<file path="config.mk">
export PLATFORM = sky130hd
export DESIGN_NAME = pm_csr_unit
export DESIGN_NICKNAME = d
export VERILOG_FILES = /design/src/rtl/pm_csr_pkg.sv /design/src/rtl/pm_state_ctrl.sv /design/src/rtl/pm_wake_ctrl.sv /design/src/rtl/pm_data_mux.sv /design/src/rtl/pm_csr_unit.sv
export SDC_FILE = /design/constraint.sdc
export NUM_CORES = 1
export LEC_CHECK = 0
export ABC_AREA = 1
export BUFFER_PORTS_ARGS = -buffer_cell sky130_fd_sc_hd__buf_2
export CAP_MARGIN = 5
export CORE_UTILIZATION = 40
export CTS_BUF_LIST = sky130_fd_sc_hd__clkbuf_8 sky130_fd_sc_hd__clkbuf_16
export DETAILED_ROUTE_END_ITERATION = 12
export PLACE_DENSITY = 0.73
export RECOVER_POWER = 50
export SKIP_CTS_REPAIR_TIMING = 1
export SYNTH_ARGS = -nofsm -noshare
export SYNTH_HDL_FRONTEND = slang
export SYNTH_HIERARCHICAL = 1
export SYNTH_SLANG_ARGS = --single-unit
</file>
<file path="constraint.sdc">
create_clock -name clk -period 2 [get_ports clk]
set_clock_uncertainty 0.05 [all_clocks]
set_input_delay 0.1 -clock clk [delete_from_list [all_inputs] [get_ports clk]]
set_output_delay 0.1 -clock clk [all_outputs]
set_load 0.1 [all_outputs]
</file>
<file path="src/rtl/pm_csr_pkg.sv">
package pm_csr_pkg;

  localparam int CSR_W    = 16;
  localparam int WORD_W   = 32;
  localparam int LANE_W   = 8;
  localparam int SCALE_W  = 2;
  localparam int LANES    = WORD_W / LANE_W;
  localparam int SCALEBITS = LANES * SCALE_W;

  localparam int BIT_STS   = 15;
  localparam int BIT_EN    = 8;
  localparam int SEL_LO    = 9;
  localparam int SCALE_LO  = 13;

  typedef enum logic [1:0] {
    PS_FULL  = 2'b00,
    PS_LITE  = 2'b01,
    PS_DEEP1 = 2'b10,
    PS_DEEP  = 2'b11
  } pstate_e;

  typedef enum logic [1:0] {
    EE_DATA  = 2'd0,
    EE_SCALE = 2'd1,
    EE_CTRL  = 2'd2,
    EE_NONE  = 2'd3
  } ee_tgt_e;

  typedef struct packed {
    logic       hit;
    logic [1:0] lane;
  } lane_t;

  function automatic lane_t lane_of(input logic [3:0] sel);
    lane_t r;
    r = '0;
    case (sel)
      4'd0: r = '{hit: 1'b1, lane: 2'd0};
      4'd3: r = '{hit: 1'b1, lane: 2'd1};
      4'd4: r = '{hit: 1'b1, lane: 2'd2};
      4'd7: r = '{hit: 1'b1, lane: 2'd3};
      default: r = '0;
    endcase
    return r;
  endfunction

  function automatic logic [LANE_W-1:0] pick_byte(input logic [WORD_W-1:0] w,
                                                  input lane_t l);
    return l.hit ? w[l.lane*LANE_W +: LANE_W] : '0;
  endfunction

  function automatic logic [SCALE_W-1:0] pick_scale(input logic [SCALEBITS-1:0] w,
                                                    input lane_t l);
    return l.hit ? w[l.lane*SCALE_W +: SCALE_W] : '0;
  endfunction

  function automatic logic state_legal(input logic [1:0] s);
    return (s == PS_FULL) || (s == PS_DEEP);
  endfunction

endpackage

</file>
<file path="src/rtl/pm_state_ctrl.sv">
module pm_state_ctrl
  import pm_csr_pkg::*;
#(
  parameter int RST_CYCLES = 4
) (
  input  logic       clk,
  input  logic       rst_n,
  input  logic       wr_en,
  input  logic [1:0] wr_state,
  output pstate_e    state,
  output logic       state_chg,
  output logic       int_pulse,
  output logic       soft_start,
  output logic       soft_active,
  output logic       reload_req
);

  localparam int CNT_W = $clog2(RST_CYCLES + 1);

  logic [CNT_W-1:0] rst_cnt;
  logic             accept;

  assign accept     = wr_en && state_legal(wr_state);
  assign state_chg  = accept && (wr_state != state);
  assign soft_start = state_chg && (state == PS_DEEP) && (wr_state == PS_FULL);
  assign soft_active = (rst_cnt != '0);

  always_ff @(posedge clk or negedge rst_n) begin
    if (!rst_n) begin
      state      <= PS_FULL;
      int_pulse  <= 1'b0;
      reload_req <= 1'b0;
      rst_cnt    <= '0;
    end else begin
      if (accept) state <= pstate_e'(wr_state);
      int_pulse  <= state_chg;
      reload_req <= soft_start;
      if (soft_start)       rst_cnt <= CNT_W'(RST_CYCLES);
      else if (soft_active) rst_cnt <= rst_cnt - 1'b1;
    end
  end

  AST_PULSE_MEANS_CHANGE: assert property (@(posedge clk) disable iff (!rst_n)
    int_pulse |-> (state != $past(state)));
  AST_STATE_ALWAYS_LEGAL: assert property (@(posedge clk) disable iff (!rst_n)
    (state != PS_LITE) && (state != PS_DEEP1));
  AST_RELOAD_AT_WINDOW_START: assert property (@(posedge clk) disable iff (!rst_n)
    $rose(soft_active) |-> reload_req);
  AST_RELOAD_SINGLE: assert property (@(posedge clk) disable iff (!rst_n)
    reload_req |=> !reload_req);

endmodule

</file>
<file path="src/rtl/pm_wake_ctrl.sv">
module pm_wake_ctrl
  import pm_csr_pkg::*;
(
  input  logic clk,
  input  logic rst_n,
  input  logic wake_set_in,
  input  logic host_wr,
  input  logic host_clr,
  input  logic host_en,
  input  logic ee_en_wr,
  input  logic ee_en_val,
  output logic sts,
  output logic en,
  output logic wake_rise
);

  logic samp_q, prev_q;

  assign wake_rise = samp_q && !prev_q;

  always_ff @(posedge clk or negedge rst_n) begin
    if (!rst_n) begin
      samp_q <= 1'b0;
      prev_q <= 1'b0;
      sts    <= 1'b0;
      en     <= 1'b0;
    end else begin
      samp_q <= wake_set_in;
      prev_q <= samp_q;
      if (wake_rise)                 sts <= 1'b1;
      else if (host_wr && host_clr)  sts <= 1'b0;
      if (host_wr)       en <= host_en;
      else if (ee_en_wr) en <= ee_en_val;
    end
  end

  AST_SET_BEATS_CLEAR: assert property (@(posedge clk) disable iff (!rst_n)
    wake_rise |=> sts);
  AST_CLEAR_TAKES: assert property (@(posedge clk) disable iff (!rst_n)
    (host_wr && host_clr && !wake_rise) |=> !sts);
  AST_STS_ONLY_BY_EDGE: assert property (@(posedge clk) disable iff (!rst_n)
    $rose(sts) |-> $past(wake_rise));

endmodule

</file>
<file path="src/rtl/pm_data_mux.sv">
module pm_data_mux
  import pm_csr_pkg::*;
(
  input  logic                 clk,
  input  logic                 rst_n,
  input  logic                 ee_wr_en,
  input  logic [1:0]           ee_addr,
  input  logic [WORD_W-1:0]    ee_wr_data,
  input  logic                 soft_start,
  input  logic                 soft_active,
  input  logic [3:0]           sel,
  output logic [LANE_W-1:0]    data_byte,
  output logic [SCALE_W-1:0]   scale
);

  logic [WORD_W-1:0]    data_q;
  logic [SCALEBITS-1:0] scale_q;
  logic                 ee_ok;
  lane_t                lane;

  assign ee_ok = ee_wr_en && !soft_start && !soft_active;
  assign lane  = lane_of(sel);

  always_ff @(posedge clk or negedge rst_n) begin
    if (!rst_n) begin
      data_q  <= '0;
      scale_q <= '0;
    end else if (soft_start) begin
      data_q  <= '0;
      scale_q <= '0;
    end else if (ee_ok) begin
      if (ee_addr == EE_DATA)  data_q  <= ee_wr_data;
      if (ee_addr == EE_SCALE) scale_q <= ee_wr_data[SCALEBITS-1:0];
    end
  end

  assign data_byte = pick_byte(data_q, lane);
  assign scale     = pick_scale(scale_q, lane);

  AST_HIGH_SEL_NO_SCALE: assert property (@(posedge clk) disable iff (!rst_n)
    sel[3] |-> (scale == '0));
  AST_HIDDEN_HOLDS: assert property (@(posedge clk) disable iff (!rst_n)
    (!ee_wr_en && !soft_start) |=> ($stable(data_q) && $stable(scale_q)));
  AST_RESET_WINDOW_BLOCKS: assert property (@(posedge clk) disable iff (!rst_n)
    soft_active |=> $stable(data_q));

endmodule

</file>
<file path="src/rtl/pm_csr_unit.sv">
module pm_csr_unit
  import pm_csr_pkg::*;
#(
  parameter int RST_CYCLES = 4
) (
  input  logic        clk,
  input  logic        rst_n,
  input  logic        cfg_wr_en,
  input  logic [15:0] cfg_wr_data,
  input  logic        ee_wr_en,
  input  logic [1:0]  ee_addr,
  input  logic [31:0] ee_wr_data,
  input  logic        wake_set_in,
  input  logic        func_irq_in,
  output logic [15:0] csr_rd,
  output logic [7:0]  pwr_data,
  output logic        lpm_int_n,
  output logic        wake_n,
  output logic        local_rst_n,
  output logic        ee_reload_req,
  output logic        mem_io_allow,
  output logic        func_irq_out
);

  pstate_e      state;
  logic         state_chg, int_pulse, soft_start, soft_active;
  logic         sts, en, wake_rise;
  logic [3:0]   sel_q;
  logic [1:0]   scale;
  logic         in_deep;
  logic         unused_wr_bits;

  assign unused_wr_bits = ^{cfg_wr_data[7:2], cfg_wr_data[14:13]};

  pm_state_ctrl #(.RST_CYCLES(RST_CYCLES)) u_state (
    .clk        (clk),
    .rst_n      (rst_n),
    .wr_en      (cfg_wr_en),
    .wr_state   (cfg_wr_data[1:0]),
    .state      (state),
    .state_chg  (state_chg),
    .int_pulse  (int_pulse),
    .soft_start (soft_start),
    .soft_active(soft_active),
    .reload_req (ee_reload_req)
  );

  pm_wake_ctrl u_wake (
    .clk        (clk),
    .rst_n      (rst_n),
    .wake_set_in(wake_set_in),
    .host_wr    (cfg_wr_en),
    .host_clr   (cfg_wr_data[BIT_STS]),
    .host_en    (cfg_wr_data[BIT_EN]),
    .ee_en_wr   (ee_wr_en && (ee_addr == EE_CTRL)),
    .ee_en_val  (ee_wr_data[BIT_EN]),
    .sts        (sts),
    .en         (en),
    .wake_rise  (wake_rise)
  );

  always_ff @(posedge clk or negedge rst_n) begin
    if (!rst_n)         sel_q <= '0;
    else if (cfg_wr_en) sel_q <= cfg_wr_data[SEL_LO +: 4];
  end

  pm_data_mux u_data (
    .clk        (clk),
    .rst_n      (rst_n),
    .ee_wr_en   (ee_wr_en),
    .ee_addr    (ee_addr),
    .ee_wr_data (ee_wr_data),
    .soft_start (soft_start),
    .soft_active(soft_active),
    .sel        (sel_q),
    .data_byte  (pwr_data),
    .scale      (scale)
  );

  assign in_deep      = (state == PS_DEEP);
  assign csr_rd       = {sts, scale, sel_q, en, 6'b0, state};
  assign lpm_int_n    = !int_pulse;
  assign wake_n       = !(sts && en);
  assign local_rst_n  = !soft_active;
  assign mem_io_allow = !in_deep;
  assign func_irq_out = func_irq_in && !in_deep;

  AST_DEEP_BLOCKS_ACCESS: assert property (@(posedge clk) disable iff (!rst_n)
    (csr_rd[1:0] == 2'b11) |-> (!mem_io_allow && !func_irq_out));
  AST_WAKE_NEEDS_ENABLE: assert property (@(posedge clk) disable iff (!rst_n)
    !wake_n |-> (csr_rd[BIT_EN] && csr_rd[BIT_STS]));
  AST_INT_FOLLOWS_CHANGE: assert property (@(posedge clk) disable iff (!rst_n)
    state_chg |=> !lpm_int_n);
  AST_RESET_WITH_RELOAD: assert property (@(posedge clk) disable iff (!rst_n)
    ee_reload_req |-> !local_rst_n);

endmodule

</file>
==> qor.yml <==
cp_max_fo: 19
dieWidth_um: 88.28
cp_top_family: "buffers and inverters"
final-hold-violation-count: 0
wire_per_inst_um: 12.73
detail-route-antenna-nets: 0
worst_ep_required_time_ns: 1.85
dr.first_iter.drc_count: 167
crit_arrival_ns: 1.77
grt_first_pass_wirelength_um: 11530
final_cell_area_um2: 4159
area_enclosed_by_the_die_boundary_um2: 7793
maxSlewHeadroom_pct: 22.93
timing_max_transition_violations_final: 0
clock.fmax_mhz: 521.4
worst_path_most_repeated_cell: "sky130_fd_sc_hd__nand2_1"
std_cell_rows: 31
start_util_pct: 41.28
numPlacedInstances: 558
nNetsFinal: 569
ff2ff_path_depth: 10
wirelength_um: 7763
timing.final.setup_violations: 0
grt_start_max_net_pins: 41
cts_clock_pin_slew_for_the_worst_setup_and_hold_paths_ns: 0.11
met3_wirelength_um: 309
dr.pass1.iters: 4
worstReg2RegEnd: "u_data/data_q[18]"
place_ws_ns: 0.2628
cts.sink_count: 55
tritoncts: "yes"
via_to_cell_ratio: 4.798
finalCriticalPeriod_ns: 1.918
maxCapViolCount: 0
hold_ws_ns: 0.009503
met2_length_um: 4096
worst_path_max_delay_cell: "sky130_fd_sc_hd__dfrtp_2"
post-route-drc-count: 0
criticalPathCategory: "flop to output pin"
pwr_density_cell_nw_per_um2: 1046
fin_crit_sh_pct: 95.89
final-instance-count-excl-fill: 610
io_pins: 86
setup.worst_path.end_class: "output pin"
fp.dieH_um: 88.28
worstPathCellList: "buf_4, nand3_2, buf_8, nand2_1, nand3_1, nand2_1, nor2_4, buf_12"
antenna_violations_before_repair: 0
max-clock-path-buffers: 2
cp_num_buf_inv: 3
area.growth.synth_to_final_pct: 39.66
stages_on_the_worst_setup_path: 8
port_buffers: 71
termination_of_the_worst_setup_path: "pwr_data[4]"
setup_ws_final_ns: 0.08227
placer_s_final_routability_congestion_estimate: 0.8222
worst_ir_drop_vdd_mv: 0.4304
post_synth_design_cell_area_um2: 2978
core_area_um2: 7214
crit_start: "sel_q[1]"
final_layout_size_suffix_gt1_share_pct: 25.64
m1WireLength_um: 3291
run_status: "finished, final reports clean"
critical_path.startpoint_type: "flop"
detailed_place.area_um2: 3641
cts_htree_levels: 2
global_route.overflow_total: 0
cts_buffers: 5
critical-path-max-stage-delay_ns: 0.47
grt_util_overall_pct: 18.83
clock-root-buffer: "sky130_fd_sc_hd__clkbuf_8"
yosysWarningCount: 6
number_of_vias_after_detailed_routing: 2927
timing_worst_slew_pin_value_ns: 1.161
first_global_vias: 2510
clk_latency_ns: 0.31
min-delay-path-class: "input pin to flop"
dp_hpwl_um: 5018
post_synth_inst_count: 399
uppermost_routed_layer: "met4"
synth.avg_cell_area_um2: 7.463
num_antenna_cells: 0
rr_startpoint: "u_state/state[0]"
setup.reg_to_reg.worst_slack_ns: 0.26
leakage_uw: 0.002201
routing by layer:
| layer | GRT usage (%) | vias to the layer above |
|---|---|---|
| li1 | - | 1459 |
| met1 | 24.84 | 1377 |
| met2 | 32.59 | 87 |
| met3 | 2.332 | 4 |
| met4 | 5.425 | 0 |
| met5 | 0 | - |
worst min-delay path by stage:
stage                     slack, ns  cells past startpoint          endpoint      startpoint
final                          0.01                      3  u_state/state[0]  cfg_wr_data[0]
after global routing           0.03                      3  u_state/state[0]  cfg_wr_data[0]
after CTS                     -0.17                      1     u_wake/samp_q     wake_set_in
after detailed placement       0.16                      1     u_wake/samp_q     wake_set_in
after global placement         0.17                      1     u_wake/samp_q     wake_set_in
after floorplan               -0.25                      0          sel_q[0]           rst_n
cell type report:
class | count | area (um2)
multi-input cells | 293 | 1463
flip-flops and latches | 55 | 1384
fillers | 684 | 3055
repair buffers | 120 | 962.2
clock inverters | 3 | 26.28
well taps | 99 | 123.9
inverters | 35 | 131.4
clock buffers | 5 | 68.82
power breakdown:
part | switching [uW] | internal, uW
clock | 396 | 259
combinational | 1290 | 680
sequential | 235 | 1490
per-stage QoR:
stage	setup TNS [ns]	power, uW	util [%]
after floorplan	0	3185	-
after CTS	-0.2803	4300	51.79
after global routing	-0.008363	4641	57.65
after global placement	0	3580	50.47
final	0	4352	57.65
after detailed placement	0	3634	50.47
worst register-to-register path: stages, from the launching register on:
cell and delay [ns]:
sky130_fd_sc_hd__dfrtp_4 0.51, sky130_fd_sc_hd__inv_1 0.12, sky130_fd_sc_hd__nand2_2 0.07, sky130_fd_sc_hd__nand2_2 0.06, sky130_fd_sc_hd__nand2_2 0.06, sky130_fd_sc_hd__nand3_4 0.07
sky130_fd_sc_hd__inv_1 0.06, sky130_fd_sc_hd__clkinv_1 0.07, sky130_fd_sc_hd__buf_4 0.37, sky130_fd_sc_hd__nand3_1 0.14, sky130_fd_sc_hd__nand2_1 0.10
state kept, by name, indices dropped and copies added (netlist names):
| register | cells |
|---|---|
| u_wake/samp_q | 1 |
| u_data/data_q | 32 |
| u_state/state | 2 |
| u_wake/prev_q | 1 |
| u_state/rst_cnt | 3 |
| u_state/reload_req | 1 |
| u_wake/sts | 1 |
| u_state/int_pulse | 1 |
| sel_q | 4 |
| u_wake/en | 1 |
| u_data/scale_q | 8 |
layout by cell type (no fill, tap or decap), drive strengths merged:
cell type,n
a21boi,1
a21oi,5
buf,80
clkbuf,12
clkinv,2
conb,6
dfrtp,55
dlygate4sd3,33
ha,3
inv,36
nand2,171
nand3,53
nand3b,1
nand4,10
nor2,36
o21ai,5
xnor2,1
xor2,1
(Power assumes the default switching activity.)
